<file path="src/rtl/wprot_pkg.sv">
package wprot_pkg;

  // Command codes carried in the control write
  typedef enum logic [1:0] {
    CMD_SW_CLEAR = 2'd0,
    CMD_SW_SET   = 2'd1,
    CMD_HW_SET   = 2'd2,
    CMD_NONE     = 2'd3
  } wp_cmd_e;

  // Field positions inside the control write data
  localparam int CMD_LSB  = 0;
  localparam int MASK_LSB = 8;

endpackage

</file>
<file path="src/rtl/wprot_decode.sv">
module wprot_decode #(
  parameter int NREG   = 12,
  parameter int NGRP   = 6,
  parameter int WOFS_W = 6,
  parameter int GRP_W  = 3,
  parameter logic [NREG*WOFS_W-1:0] REG_WOFS = '0,
  parameter logic [NREG*GRP_W-1:0]  REG_GRP  = '0,
  parameter logic [WOFS_W-1:0] CTRL_WOFS = '0,
  parameter logic [WOFS_W-1:0] STAT_WOFS = '0
) (
  input  logic [WOFS_W-1:0] wr_wofs,
  input  logic [WOFS_W-1:0] rd_wofs,
  input  logic [NGRP-1:0]   grp_lock,
  output logic [NREG-1:0]   reg_hit,
  output logic [NREG-1:0]   reg_lock,
  output logic              ctrl_hit,
  output logic              stat_hit
);

  for (genvar i = 0; i < NREG; i++) begin : g_reg
    localparam logic [GRP_W-1:0] GSEL = REG_GRP[i*GRP_W +: GRP_W];
    assign reg_hit[i]  = (wr_wofs == REG_WOFS[i*WOFS_W +: WOFS_W]);
    assign reg_lock[i] = grp_lock[GSEL];
  end

  assign ctrl_hit = (wr_wofs == CTRL_WOFS);
  assign stat_hit = (rd_wofs == STAT_WOFS);

  // the map must never let two registers share an offset
  always_comb begin
    a_r10_unique_map: assert ($onehot0(reg_hit));
  end

endmodule

</file>
<file path="src/rtl/wprot_flags.sv">
module wprot_flags
  import wprot_pkg::*;
#(
  parameter int NGRP = 6
) (
  input  logic            clk,
  input  logic            rst_n,
  input  logic            cmd_valid,
  input  wp_cmd_e         cmd,
  input  logic [NGRP-1:0] mask,
  output logic [NGRP-1:0] sw_q,
  output logic [NGRP-1:0] hw_q
);

  logic [NGRP-1:0] sw_d, hw_d;
  logic            flag_en;

  assign flag_en = cmd_valid;

  always_comb begin
    sw_d = sw_q;
    hw_d = hw_q;
    unique case (cmd)
      CMD_SW_CLEAR: sw_d = sw_q & ~mask;
      CMD_SW_SET:   sw_d = sw_q | mask;
      CMD_HW_SET:   hw_d = hw_q | mask;
      CMD_NONE:     ;
    endcase
  end

  always_ff @(posedge clk or negedge rst_n) begin
    if (!rst_n) begin
      sw_q <= '0;
      hw_q <= '0;
    end else if (flag_en) begin
      sw_q <= sw_d;
      hw_q <= hw_d;
    end
  end

  a_r4_hw_sticky: assert property (@(posedge clk) disable iff (!rst_n)
    ((hw_q & $past(hw_q)) == $past(hw_q)));

  a_r3_none_keeps: assert property (@(posedge clk) disable iff (!rst_n)
    (cmd_valid && cmd == CMD_NONE) |=> ($stable(sw_q) && $stable(hw_q)));

  a_r3_sw_set: assert property (@(posedge clk) disable iff (!rst_n)
    (cmd_valid && cmd == CMD_SW_SET) |=> ((sw_q & $past(mask)) == $past(mask)));

  a_r2_unmasked_keep: assert property (@(posedge clk) disable iff (!rst_n)
    cmd_valid |=> (((sw_q ^ $past(sw_q)) & ~$past(mask)) == '0));

endmodule

</file>
<file path="src/rtl/wprot_viol.sv">
module wprot_viol #(
  parameter int WOFS_W = 6
) (
  input  logic              clk,
  input  logic              rst_n,
  input  logic              viol_now,
  input  logic [WOFS_W-1:0] viol_wofs,
  input  logic              stat_rd,
  output logic              viol_q,
  output logic [WOFS_W-1:0] vofs_q
);

  logic              viol_d;
  logic [WOFS_W-1:0] vofs_d;
  logic              viol_en;

  assign viol_en = viol_now | stat_rd;

  always_comb begin
    if (viol_now) begin
      viol_d = 1'b1;
      vofs_d = viol_wofs;
    end else begin
      viol_d = 1'b0;
      vofs_d = '0;
    end
  end

  always_ff @(posedge clk or negedge rst_n) begin
    if (!rst_n) begin
      viol_q <= 1'b0;
      vofs_q <= '0;
    end else if (viol_en) begin
      viol_q <= viol_d;
      vofs_q <= vofs_d;
    end
  end

  a_r7_capture: assert property (@(posedge clk) disable iff (!rst_n)
    viol_now |=> (viol_q && vofs_q == $past(viol_wofs)));

  a_r8_read_clear: assert property (@(posedge clk) disable iff (!rst_n)
    (stat_rd && !viol_now) |=> (!viol_q && vofs_q == '0));

  a_r8_hold: assert property (@(posedge clk) disable iff (!rst_n)
    (!stat_rd && !viol_now) |=> ($stable(viol_q) && $stable(vofs_q)));

endmodule

</file>
<file path="src/rtl/wprot_guard.sv">
module wprot_guard
  import wprot_pkg::*;
#(
  parameter int ADDR_W = 8,
  parameter int DATA_W = 32,
  parameter int NGRP   = 6,
  parameter int NREG   = 12,
  parameter int GRP_W  = $clog2(NGRP),
  parameter logic [NREG*(ADDR_W-2)-1:0] REG_WOFS = {
    6'd15, 6'd14, 6'd13, 6'd12, 6'd11, 6'd10,
    6'd9,  6'd8,  6'd7,  6'd6,  6'd5,  6'd4},
  parameter logic [NREG*GRP_W-1:0] REG_GRP = {
    3'd5, 3'd5, 3'd4, 3'd4, 3'd3, 3'd3,
    3'd2, 3'd2, 3'd1, 3'd1, 3'd0, 3'd0},
  parameter logic [ADDR_W-3:0] CTRL_WOFS = 6'd40,
  parameter logic [ADDR_W-3:0] STAT_WOFS = 6'd41,
  localparam int WOFS_W = ADDR_W - 2,
  localparam int STAT_W = 2*NGRP + 1 + WOFS_W
) (
  input  logic              clk,
  input  logic              rst_n,
  input  logic [ADDR_W-1:0] wr_addr,
  input  logic [DATA_W-1:0] wr_data,
  input  logic              wr_en,
  input  logic [ADDR_W-1:0] rd_addr,
  input  logic              rd_en,
  output logic [NREG-1:0]   reg_wen,
  output logic [STAT_W-1:0] stat_word
);

  // Reset: asserted at once, released through two flops
  logic [1:0] rst_sync_q;
  logic       rst_n_s;

  always_ff @(posedge clk or negedge rst_n) begin
    if (!rst_n) rst_sync_q <= 2'b00;
    else        rst_sync_q <= {rst_sync_q[0], 1'b1};
  end
  assign rst_n_s = rst_sync_q[1];

  logic [NGRP-1:0]   sw_q, hw_q, grp_lock;
  logic [NREG-1:0]   reg_hit, reg_lock;
  logic              ctrl_hit, stat_hit;
  logic              viol_now, stat_rd, cmd_valid;
  logic              viol_q;
  logic [WOFS_W-1:0] vofs_q;
  wp_cmd_e           cmd;
  logic [NGRP-1:0]   mask;

  assign grp_lock = sw_q | hw_q;

  wprot_decode #(
    .NREG(NREG), .NGRP(NGRP), .WOFS_W(WOFS_W), .GRP_W(GRP_W),
    .REG_WOFS(REG_WOFS), .REG_GRP(REG_GRP),
    .CTRL_WOFS(CTRL_WOFS), .STAT_WOFS(STAT_WOFS)
  ) u_decode (
    .wr_wofs (wr_addr[ADDR_W-1:2]),
    .rd_wofs (rd_addr[ADDR_W-1:2]),
    .grp_lock(grp_lock),
    .reg_hit (reg_hit),
    .reg_lock(reg_lock),
    .ctrl_hit(ctrl_hit),
    .stat_hit(stat_hit)
  );

  assign cmd_valid = wr_en & ctrl_hit;
  assign cmd       = wp_cmd_e'(wr_data[CMD_LSB +: 2]);
  assign mask      = wr_data[MASK_LSB +: NGRP];

  wprot_flags #(.NGRP(NGRP)) u_flags (
    .clk      (clk),
    .rst_n    (rst_n_s),
    .cmd_valid(cmd_valid),
    .cmd      (cmd),
    .mask     (mask),
    .sw_q     (sw_q),
    .hw_q     (hw_q)
  );

  assign reg_wen  = wr_en ? (reg_hit & ~reg_lock) : '0;
  assign viol_now = wr_en & |(reg_hit & reg_lock);
  assign stat_rd  = rd_en & stat_hit;

  wprot_viol #(.WOFS_W(WOFS_W)) u_viol (
    .clk      (clk),
    .rst_n    (rst_n_s),
    .viol_now (viol_now),
    .viol_wofs(wr_addr[ADDR_W-1:2]),
    .stat_rd  (stat_rd),
    .viol_q   (viol_q),
    .vofs_q   (vofs_q)
  );

  assign stat_word = {vofs_q, viol_q, hw_q, sw_q};

  a_r5_block: assert property (@(posedge clk) disable iff (!rst_n_s)
    viol_now |-> (reg_wen == '0));

  a_r6_single: assert property (@(posedge clk) disable iff (!rst_n_s)
    $onehot0(reg_wen));

  a_r6_ctrl_free: assert property (@(posedge clk) disable iff (!rst_n_s)
    cmd_valid |-> (!viol_now && reg_wen == '0));

endmodule

</file>
<file path="config.mk">
export PLATFORM = sky130hd
export DESIGN_NAME = wprot_guard
export DESIGN_NICKNAME = d
export VERILOG_FILES = /design/src/rtl/wprot_pkg.sv /design/src/rtl/wprot_decode.sv /design/src/rtl/wprot_flags.sv /design/src/rtl/wprot_viol.sv /design/src/rtl/wprot_guard.sv
export SDC_FILE = /design/constraint.sdc
export NUM_CORES = 1
export LEC_CHECK = 0
export CAP_MARGIN = 25
export CORE_MARGIN = 5
export CORE_UTILIZATION = 36
export DETAILED_ROUTE_END_ITERATION = 10
export HOLD_SLACK_MARGIN = 0.12
export PLACE_DENSITY = 0.88
export SLEW_MARGIN = 20
export SYNTH_ARGS = -nofsm -noshare
export SYNTH_HDL_FRONTEND = slang
export SYNTH_SLANG_ARGS = --single-unit
</file>
<file path="constraint.sdc">
create_clock -name clk -period 2.51 [get_ports clk]
set_input_delay 0.502 -clock clk [delete_from_list [all_inputs] [get_ports clk]]
set_output_delay 0.502 -clock clk [all_outputs]
set_load 0.01 [all_outputs]
</file>
Yosys cells after proc, flatten, opt, wreduce, memory -nomap -nowiden
Index checks and enable logic that the tools add are counted.
{"block": "word_totals", "register_bits": 21, "inputBits": 52, "out_inout_bits": 31, "elab_cells": 42}
{"block": "classes", "eq_ne": 16, "muxes": 4, "bitwise": 12, "reduce_logical": 5}
{"cell": "== test 6 x 4 -> 1 bit, second input constant", "count": 8}
{"cell": "AND 12 bit", "count": 2}
{"cell": "== test 6 x 3 -> 1 bit, second input constant", "count": 4}
{"cell": "OR 6 bit", "count": 3}
{"cell": "== test 6 bit, second input constant", "count": 2}
{"cell": "2-to-1 mux 12 bit", "count": 1}
{"cell": "NOT 12 bit", "count": 1}
{"cell": "case mux 6 bit (2 select lines)", "count": 1}
{"cell": "OR reduction 12 bit", "count": 1}
{"cell": "AND 6 bit", "count": 1}
{"cell": "2-to-1 mux 6 bit", "count": 1}
{"cell": "NOT 6 bit", "count": 1}
{"cell": "AND reduction 2 bit", "count": 2}
{"cell": "AND 1 bit", "count": 3}
{"cell": "== test 2 x 1 -> 1 bit, second input constant", "count": 1}
{"cell": "== test 2 bit, second input constant", "count": 1}
{"cell": "zero test 2 bit", "count": 1}
{"cell": "nonzero test 2 bit", "count": 1}
{"cell": "2-to-1 mux 1 bit", "count": 1}
{"cell": "OR 1 bit", "count": 1}

Logic depth before layout (Yosys ltp)
Gate-level depths: netlist of the first run.
{"block": "depth", "depth_word": 5, "mapped_depth": 5, "mapped_depth_nobuf": 4}

By module
A second synthesis of the first run with hierarchy kept.
{"block": "unflattened", "cells_unflattened": 118, "hier_area_um2": 1317.5}
{"mod": "wprot_flags", "instances": 1, "cells_per_inst": 32, "area_each_um2": 478.0, "seq_area_each_um2": 300.3}
{"mod": "wprot_guard", "instances": 1, "cells_per_inst": 35, "area_each_um2": 329.1, "seq_area_each_um2": 50.0}
{"mod": "wprot_viol", "instances": 1, "cells_per_inst": 17, "area_each_um2": 271.5, "seq_area_each_um2": 175.2}
{"mod": "wprot_decode", "instances": 1, "cells_per_inst": 34, "area_each_um2": 239.0, "seq_area_each_um2": 0.0}

Worst setup path after synthesis of the first run
Ideal clock, no wire load.
{"block": "synth_timing", "kind": "input-to-output", "start": "in wr_addr[4]", "end": "out reg_wen[8]", "arrival_ps": 1485, "required_ps": 2008, "path_slack_ps": 523, "stages": 3, "path_buffers": 1, "cell_sequence": "buf_2 > or4b_2 > nor2_1"}
{"block": "synth_via", "elab_chain_cells": 3}
{"element": "from (decl)", "line_no": "wprot_guard.sv:22", "text": "input logic [ADDR_W-1:0] wr_addr,"}
{"element": "== test 6 x 4 -> 1 bit", "line_no": "wprot_decode.sv:22", "text": "assign reg_hit[i] = (wr_wofs == REG_WOFS[i*WOFS_W +: WOFS_W]);"}
{"element": "AND 12 bit", "line_no": "wprot_guard.sv:80", "text": "assign reg_wen = wr_en ? (reg_hit & ~reg_lock) : '0;"}
{"element": "2-to-1 mux 12 bit", "line_no": "wprot_guard.sv:80"}
{"element": "to (decl)", "line_no": "wprot_guard.sv:27", "text": "output logic [NREG-1:0] reg_wen,"}
No other way between the ends.

Worst setup path after layout of the first run
{"block": "layout_timing", "start": "in wr_addr[7]", "end": "out reg_wen[5]"}
Same word-level chain as after synthesis.

==> metrics.txt, run 1 <==
setup TNS 0 ns; Worst EP arrival a little under 2 ns; status completed; CTS H-tree depth 1; most common cell after layout, fill and taps aside clkdlybuf4s50_1; Synth Net Count 158; WHS 0.3319 ns; R2R Path End u_viol.vofs_q[1]$_DFFE_PN0P_; pre-CTS setup slack -0.3731 ns; layout cell share with drive strength beyond 1 15.20%; Mapped Cells between 100 and 150; design area between 1500 and 2000 um2; Layout Cells excl Fill 204; Netlist cell types 34; Max Slew Vio Count 0; crit path capture type output pin; R2R Path Start u_flags.hw_q[0]$_DFFE_PN0P_; root buf cell clkbuf_4; vias in the first global route roughly 1100; clk slew on worst S/H paths 0.12 ns; number of buffers added on ports 54; DRC Markers 0; WS Path Type input pin to output pin; Site Rows 20; cell area power density 440.3 nW/um2; Clock Sinks 21; post-route clock period utilization between 90% and 100%; Pre-Repair DR Iteration Count 4; Slew headroom 47.58%; die height 64.99 um; Starting DRT DRC Count 23; skew final ~0.0027 ns; Async SR Flop Fraction 100.0%; Hold WC Path Type input pin to asynchronous set/reset pin; final worst slack 0.05561 ns; commonest cells after routing, fill and taps aside 42 x clkdlybuf4s50_1, 21 x dfrtp_1, 17 x nor2_1; area post-placement about 1700 um2; CP Launch Type input pin; Peak VDD IR around 0.32 mV; end-of-flow core utilization between 50% and 60%; io pins 83; HPWL Detailed around 2600 um; aggregate global routing overflow 0; antenna cells 0; via/cell ratio 5.216; Static Leak 0.8431 nW; Req. time, crit path 2.01 ns; critical-path maximum fanout 4; routed wire length 3112 um; number of synthesized register bits 21; Final Setup Violations 0; Setup Buffers After CTS 0; buffer depth of the longest clock path 2; clk_lat worst skew just over 0.3 ns; largest net degree at the start of global routing 20; GRT Total Usage 15.56%; initial antenna violation count 0; Avg Inst Size Synth 10.27 um2; area growth from synthesis to layout 60.11%; RSZ-0062 raised after global routing no; Vias 1064; Initial Util 36.55%; Netlist Area Pre-Place 1089 um2; die width roughly 65 um; CTS tree done; Top FF cell, synth dfrtp_1; die area 4224 um2; post-route ant nets 0; Tmin final 2.454 ns; max_cap viols 0; WL/cell 15.25 um; gpl congestion between 0.7 and 0.8; Design Power ~0.77 mW; placed cells 200; core area 2978 um2; Syn. warnings 0; fmax 407.4 MHz; Least-Margin Pin Slew 0.7863 ns; final hold vios 0; final-stage net count 224; worst reg2reg path depth 4; EDFF count, synth 0; Num CTS Buffers 3; sequential fraction of the synthesis area between 40% and 50%; R2R Setup Slk 0.92 ns; global-route wire length before repair 4974 um
==> where the power goes <==
group          switching (mW)  internal (mW)  total, mW  leakage, nW
clock                   0.105         0.0622      0.167       0.0150
sequential             0.0263          0.370      0.397        0.278
combinational          0.0803          0.123      0.204        0.550
total                   0.212          0.556      0.767        0.843
==> critical path: stages <==
cell             delay, ns
clkdlybuf4s50_1       0.42
or2_1                 0.28
or3_1                 0.36
nor2_1                0.13
clkdlybuf4s15_1       0.25
==> synth_stat cells, types with 2 or more instances <==
| master | n | area, um2 |
|---|---|---|
| dfrtp_1 | 21 | 525.5 |
| nor2_1 | 18 | 67.56 |
| nand2_1 | 16 | 60.06 |
| a21o_1 | 7 | 52.55 |
| mux2_1 | 6 | 67.56 |
| nor3_1 | 3 | 15.01 |
| or3_1 | 3 | 18.77 |
| and3_1 | 2 | 12.51 |
| buf_2 | 2 | 10.01 |
| inv_1 | 2 | 7.510 |
| mux2i_1 | 2 | 20.02 |
| nor4b_4 | 2 | 47.55 |
==> per-layer routing <==
metal	GRT usage, %	vias to the layer above	part of all wire, %
met5	0	-	0
met4	9.235	0	2.2
met3	3.640	4	5.7
met2	29.12	38	53
met1	15.33	524	39
li1	-	498	-
==> kinds of logic after synthesis <==
family / share of synthesized area (%)
AO/OA/AOI/OAI: 9.999
multiplexers: 8.046
flip-flops: 48.28
buffers and inverters: 3.678
other: 0.3445
AND/OR/NAND/NOR: 29.66
==> how the worst max path moves through the flow <==
| stage | startpoint | to | slack, ns | cells after the start |
|---|---|---|---|---|
| 2_1_floorplan | wr_addr[4] | reg_wen[8] | 0.52 | 3 |
| 3_3_place_gp | wr_en | reg_wen[8] | -0.37 | 5 |
| 3_5_place_dp | wr_addr[5] | reg_wen[8] | -0.37 | 5 |
| 4_1_cts | wr_addr[4] | reg_wen[1] | 0.03 | 6 |
| 5_1_grt | wr_addr[7] | reg_wen[5] | 0.001 | 5 |
| 6_report | wr_addr[7] | reg_wen[5] | 0.06 | 5 |
==> cell type report <==
type | count | area (um2)
fillers | 257 | 1235
repair buffers | 66 | 613.1
multi-input cells | 78 | 529.3
flip-flops and latches | 21 | 525.5
well taps | 33 | 41.29
clock buffers | 4 | 26.28
inverters | 2 | 7.507
==> repair_timing <==
| item | 4_1_cts | 5_1_grt |
|---|---|---|
| gates resized for setup | 16 | 6 |
| hold buffers | 0 | 0 |
| setup endpoints to repair | 12 | 4 |
Note: power is estimated with default switching activity, not from simulation.
==> inputs of run 2 (changes only) <==
- CORE_UTILIZATION: 36 -> 39
- PLACE_DENSITY: 0.88 -> 0.91
- SYNTH_HIERARCHICAL: not set -> 1
==> run 2 against run 1 <==
Effect of this change:
- register-to-register slack got worse by 0.40 ns
- sequential cell count is the same
- core utilization up 1.4 points
- final cell count up 12%
- die area rose by 9.9%
- maximum frequency up 0.75%
- non-clock buffer count rose by 10
- clock power is 3% lower
- setup slack better by 0.018 ns
- critical endpoint is now reg_wen[7]
- largest cell class is now multi-input combinational cells
- largest power group unchanged
==> metrics.txt, run 2 <==
post-route clock period utilization 97.06% (-0.72 points); Netlist cell types 26 (-24%); final-stage net count 235 (+4.9%); final hold vios 0 (unchanged); Pre-Repair DR Iteration Count 4 (unchanged); Mapped Cells 118 (+11%); EDFF count, synth 0 (unchanged); area post-placement 1934 um2 (+12%); R2R Setup Slk 0.52 ns (-0.40 ns); Starting DRT DRC Count 26 (+13%); most frequent cell after synthesis dfrtp_1; Vias 1136 (+6.8%); switch share 27.70% (+0.13 points); Worst Setup EP reg_wen[7]; top-area cell type share of the netlist area 39.89% (-8.4 points); die area 4640 um2 (+9.9%); Final Setup Violations 0 (unchanged); status completed; routed wire length 3534 um (+14%); max_cap viols 0 (unchanged); Comb power frac 27.6% (+1.1 points); Static Leak 0.9720 nW (+15%); Synth Net Count 170 (+7.6%); Design Power 0.7693 mW (+0.25%); R2R Path Start u_flags/hw_q[2]$_DFFE_PN0P_; Flop pwr share 51.4% (-0.3 points); Clock Sinks 21 (unchanged); Req. time, crit path 2.01 ns (about the same); most common cell after layout, fill and taps aside clkdlybuf4s50_1; area growth from synthesis to layout 50.71%; worst reg2reg path depth 7 (+3); largest net degree at the start of global routing 20 (unchanged); clk slew on worst S/H paths 0.11 ns (about the same); antenna cells 0 (unchanged); die width 68.12 um (+4.8%); Num CTS Buffers 3 (unchanged); gpl congestion 0.8717 (+13%); WHS 0.2999 ns (-0.03196 ns); die height 68.12 um (+4.8%); critical-path maximum fanout 4 (unchanged); RSZ-0062 raised after global routing no; clock group share of total power 21.1% (-0.7 points); CTS H-tree depth 1 (unchanged); post-route ant nets 0 (unchanged); Slew headroom 52.87% (+5.3 points); core area 3311 um2 (+11%); Worst EP arrival 1.93 ns (-0.02 ns); crit path from wr_addr[4]; HPWL Detailed 2834 um (+10%); crit path capture type output pin; Switch Pwr 0.2131 mW (+0.73%); via/cell ratio 4.982 (-4.5%); CP Launch Type input pin; Top FF cell, synth dfrtp_1; sequential fraction of the synthesis area 39.89% (-8.4 points); fmax 410.5 MHz (+0.75%); CTS tree done; Syn. warnings 6 (+6); Peak VDD IR 0.3913 mV (+22%); number of buffers added on ports 54 (unchanged); Tmin final 2.436 ns (-0.01819 ns); Initial Util 39.80% (+3.2 points); R2R Path End u_viol/vofs_q[3]$_DFFE_PN0P_; Hold WC Path Type register to asynchronous set/reset pin; commonest cells after routing, fill and taps aside 36 x clkdlybuf4s50_1, 21 x buf_4, 21 x dfrtp_1; number of synthesized register bits 21 (unchanged); aggregate global routing overflow 0 (unchanged); cell area power density 387.4 nW/um2 (-12%); design area 1986 um2 (+14%); Async SR Flop Fraction 100.0% (unchanged); WL/cell 15.50 um (+1.6%); root buf cell clkbuf_4; initial antenna violation count 0 (unchanged); Least-Margin Pin Slew 0.7069 ns (-0.07933 ns); Int Pwr 0.5562 mW (about the same); pre-CTS setup slack -0.5021 ns (-0.1289 ns); clk_lat worst skew 0.30 ns (about the same); final worst slack 0.07380 ns (+0.01819 ns); WS Path Type input pin to output pin; vias in the first global route 1264 (+15%); Avg Inst Size Synth 11.17 um2 (+8.7%); layout cell share with drive strength beyond 1 32.97% (+18 points); Max Slew Vio Count 0 (unchanged); cell type with the highest aggregate area in the netlist dfrtp_1; skew final 0.001273 ns (-0.001422 ns); CTS Hold Bufs 0 (unchanged); Site Rows 21 (+5.0%); Netlist Area Pre-Place 1318 um2 (+21%); DRC Markers 0 (unchanged); Synth area leaders dfrtp_1 40%, buf_4 7.4%, nor3b_2 6.6%; global-route wire length before repair 5747 um (+16%); buffer depth of the longest clock path 2 (unchanged); io pins 83 (unchanged); Post-synth top cells 21 x dfrtp_1, 13 x buf_4, 11 x nor2_1; GRT Total Usage 16.47% (+0.91 points)
==> run 2: changes by cell type after synthesis, moves of 5 or more <==
cell	previous run	this run
nand2_1	16	3
a22o_1	0	9
nor2_1	18	11
buf_4	1	13
or2_2	0	6
nor3b_2	0	7
nand3b_1	1	6
==> run 2: worst max-delay path, cell delays in order <==
cell           delay [ns]
dlygate4sd2_1        0.25
or4b_4               0.52
nor2_1               0.17
nor3b_2              0.19
dlygate4sd2_1        0.29
==> run 2: worst min-delay path by stage <==
stage,endpoint,slack (ns),cells past startpoint
after floorplan,rst_sync_q[0]$_DFF_PN0_,0.21,0
after global placement,u_viol/vofs_q[3]$_DFFE_PN0P_,0.30,0
after detailed placement,asynchronous set/reset pin,0.32,0
after CTS,asynchronous set/reset pin,0.33,0
after global routing,rst_sync_q[0]$_DFF_PN0_,0.33,1
final,asynchronous set/reset pin,0.30,0
==> run 2: cell type report <==
class,count,area (um2)
multi-input combinational,79,695.7
sequential,21,525.5
clock buffer,3,22.52
clock inverter,1,7.507
tap,46,57.56
fill,291,1325
inverter,2,7.507
timing repair buffer,76,669.4
==> run 2: cells by family after synthesis <==
family	count (synthesis)	share of synthesized area, %
mux	6	5.128
flops	21	39.89
buf+inv	18	10.54
other cells	1	0.2846
compound gates	20	13.96
simple gates	52	30.20
==> run 2: power by group through the flow <==
stage,registers (mW),logic (mW),clock network [mW]
final,0.395,0.212,0.162
after global routing,0.400,0.225,0.179
after CTS,0.395,0.213,0.169
after detailed placement,0.402,0.210,0
after global placement,0.398,0.206,0
after floorplan,0.408,0.0939,0
==> run 2: metrics by stage <==
stage               instances  util (%)  TNS [ns]
floorplan                 118         -         0
global placement          222     58.43    -6.018
detailed placement        222     58.43    -6.318
CTS                       228     60.13         0
global route              228     59.98         0
finish                    228     59.98         0
==> run 2: metal layers <==
| layer | global-route usage (%) | part of all wire [%] |
|---|---|---|
| met1 | 19.94 | 42 |
| met2 | 29.00 | 53 |
| met3 | 2.463 | 5.0 |
| met4 | 6.700 | 0.71 |
| met5 | 0 | 0 |
==> run 2: repair_timing <==
item,in CTS,in global routing
pin swaps,2,2
gates cloned,0,0
setup buffers,2,0
resized for setup,26,12
endpoints found under the setup margin,12,8
==> inputs of run 3 (changes only) <==
- CORE_ASPECT_RATIO: not set -> 0.9
- CORE_UTILIZATION: 39 -> 37
- PLACE_DENSITY: 0.91 -> 0.87
- clock period: 2.51 -> 2.8 ns (I/O delays scaled with it)
==> run 3 against run 2 <==
Effect of this change:
- the run now ends with negative setup slack left
- power fell by 2.0%
- clock skew rose by 0.0069 ns
- core utilization fell by 0.38 points
- critical path type unchanged
- highest routed layer unchanged
==> metrics.txt, run 3 (synthesis results as in run 2) <==
WL/cell 16.49 um (+6.4%); gpl congestion 0.8783 (+0.76%); global-route wire length before repair 6009 um (+4.6%); Worst path slowest cell or4b_4; Clock Sinks 21 (unchanged); critical-path maximum fanout 4 (unchanged); GRT Max-Usage Layer met2; io pins 83 (unchanged); WS Path Type input pin to output pin; Static Leak 0.9703 nW (-0.18%); die height 66.61 um (-2.2%); clk_lat worst skew 0.27 ns (-0.03 ns); R2R Path End u_viol/vofs_q[2]$_DFFE_PN0P_; Least-Margin Pin Slew 0.7512 ns (+0.04430 ns); Comb power frac 25.7% (-1.9 points); Site Rows 20 (-4.8%); clk slew on worst S/H paths 0.08 ns (-0.03 ns); Initial Util 38.71% (-1.1 points); Fill cells 299 (+2.7%); Switch Pwr 0.2076 mW (-2.6%); largest net degree at the start of global routing 20 (unchanged); crit path capture type output pin; WHS 0.3167 ns (+0.01678 ns); commonest cells after routing, fill and taps aside 40 x clkdlybuf4s50_1, 21 x dfrtp_1, 20 x buf_4; Vias 1168 (+2.8%); skew final 0.008165 ns (+0.006892 ns); Design Power 0.7539 mW (-2.0%); DRC Markers 0 (unchanged); cell area power density 371.7 nW/um2 (-4.1%); Max Slew Vio Count 0 (unchanged); Final Setup Violations 1 (+1); buffer depth of the longest clock path 2 (unchanged); R2R Setup Slk 0.79 ns (+0.27 ns); post-route clock period utilization 101.1%; met2 GRT Util 28.72% (-0.28 points); setup TNS -0.03093 ns (-0.03093 ns); final worst slack -0.03093 ns (-0.1047 ns); peak per-stage delay on the critical path 0.60 ns (+0.08 ns); CTS tree done; clock group share of total power 27.3% (+6.2 points); Pre-Repair DR Iteration Count 4 (unchanged); routed wire length 3693 um (+4.5%); post-route ant nets 0 (unchanged); CP Launch Type input pin; Slew headroom 49.92% (-3.0 points); area growth from synthesis to layout 53.94%; antenna cells 0 (unchanged); switch share 27.54% (-0.16 points); GRT Total Usage 16.11% (-0.36 points); vias in the first global route 1270 (+0.47%); Starting DRT DRC Count 39 (+50%); placed cells 219 (-1.4%); Hold WC Path Type register to asynchronous set/reset pin; most common cell after layout, fill and taps aside clkdlybuf4s50_1; core area 3403 um2 (+2.8%); CTS H-tree depth 1 (unchanged); aggregate global routing overflow 0 (unchanged); Peak VDD IR 0.4105 mV (+4.9%); HPWL Detailed 2963 um (+4.6%); design area 2028 um2 (+2.1%); number of buffers added on ports 54 (unchanged); Flop pwr share 47.0% (-4.4 points); root buf cell clkbuf_8; status finished, violations left; end-of-flow core utilization 59.60% (-0.38 points); die area 4856 um2 (+4.6%); via/cell ratio 5.214 (+4.7%); max_cap viols 0 (unchanged); Layout Cells excl Fill 224 (-1.8%); failing checks negative setup slack; R2R Path Start u_flags/hw_q[2]$_DFFE_PN0P_; final hold vios 0 (unchanged); CTS Hold Bufs 0 (unchanged); Req. time, crit path 2.24 ns (+0.23 ns); initial antenna violation count 0 (unchanged); fmax 353.2 MHz; Int Pwr 0.5462 mW (-1.8%); Worst EP arrival 2.27 ns (+0.34 ns); pre-CTS setup slack -0.3918 ns (+0.1103 ns); layout cell share with drive strength beyond 1 35.00% (+2.0 points); critical path, cell by cell clkdlybuf4s50_1 > or4b_4 > nor2_1 > nor3b_2 > clkdlybuf4s15_1; crit path from wr_addr[4]; die width 72.90 um (+7.0%); worst reg2reg path depth 7 (unchanged); Num CTS Buffers 3 (unchanged); grt met1 use 18.53% (-1.4 points); area post-placement 1924 um2 (-0.52%); final-stage net count 233 (-0.85%); met3 GRT Util 4.827% (+2.4 points); Tmin final 2.831 ns
[run 3: cell types whose count changed in the layout (fill, tap and decap cells not counted), moves of 2 or more]
cell	delta
clkdlybuf4s50_1	+4
clkbuf_8	+3
nor2_1	-2
dlymetal6s2s_1	+2
dlygate4sd2_1	-8
nor3b_4	+2
clkbuf_4	-3
[run 3: worst max path at each step]
stage	end	slack (ns)	cells past startpoint
global placement	reg_wen[0]	-0.31	5
global route	reg_wen[7]	-0.05	5
floorplan	reg_wen[0]	0.67	3
detailed placement	reg_wen[0]	-0.39	5
CTS	reg_wen[0]	-0.006	5
finish	reg_wen[7]	-0.03	5
[run 3: critical path, delay by kind of cell]
family | cells | cell delay (ns)
and+or+nand+nor | 3 | 1.01
buffers and inverters | 2 | 0.71
[run 3: final cells by class]
cell class	count	area, um2	share of cell area [%]
clock inverters	1	7.507	0.3701
clock buffers	3	41.29	2.036
flip-flops and latches	21	525.5	25.91
repair buffers	74	661.9	32.63
well taps	44	55.05	2.714
inverters	2	7.507	0.3701
multi-input cells	79	729.5	35.97
[run 3: what timing repair did]
action / in CTS / in global routing
setup endpoints to repair: 12 / 8
pin swaps: 1 / 3
gates resized for setup: 23 / 22
buffers inserted: 1 / 0
[run 3: power groups by stage]
stage / Clock (mW) / Sequential [mW] / Combinational [mW]
2_1_floorplan: 0 / 0.365 / 0.0842
3_5_place_dp: 0 / 0.360 / 0.186
4_1_cts: 0.208 / 0.355 / 0.190
5_1_grt: 0.222 / 0.359 / 0.205
3_3_place_gp: 0 / 0.357 / 0.182
6_report: 0.206 / 0.354 / 0.194
[run 3: metal layers]
layer / wire length, um / vias to the layer above
li1: - / 538
met1: 1494 / 581
met2: 1901 / 41
met4: 61 / 0
met5: 0 / -
met3: 236 / 8
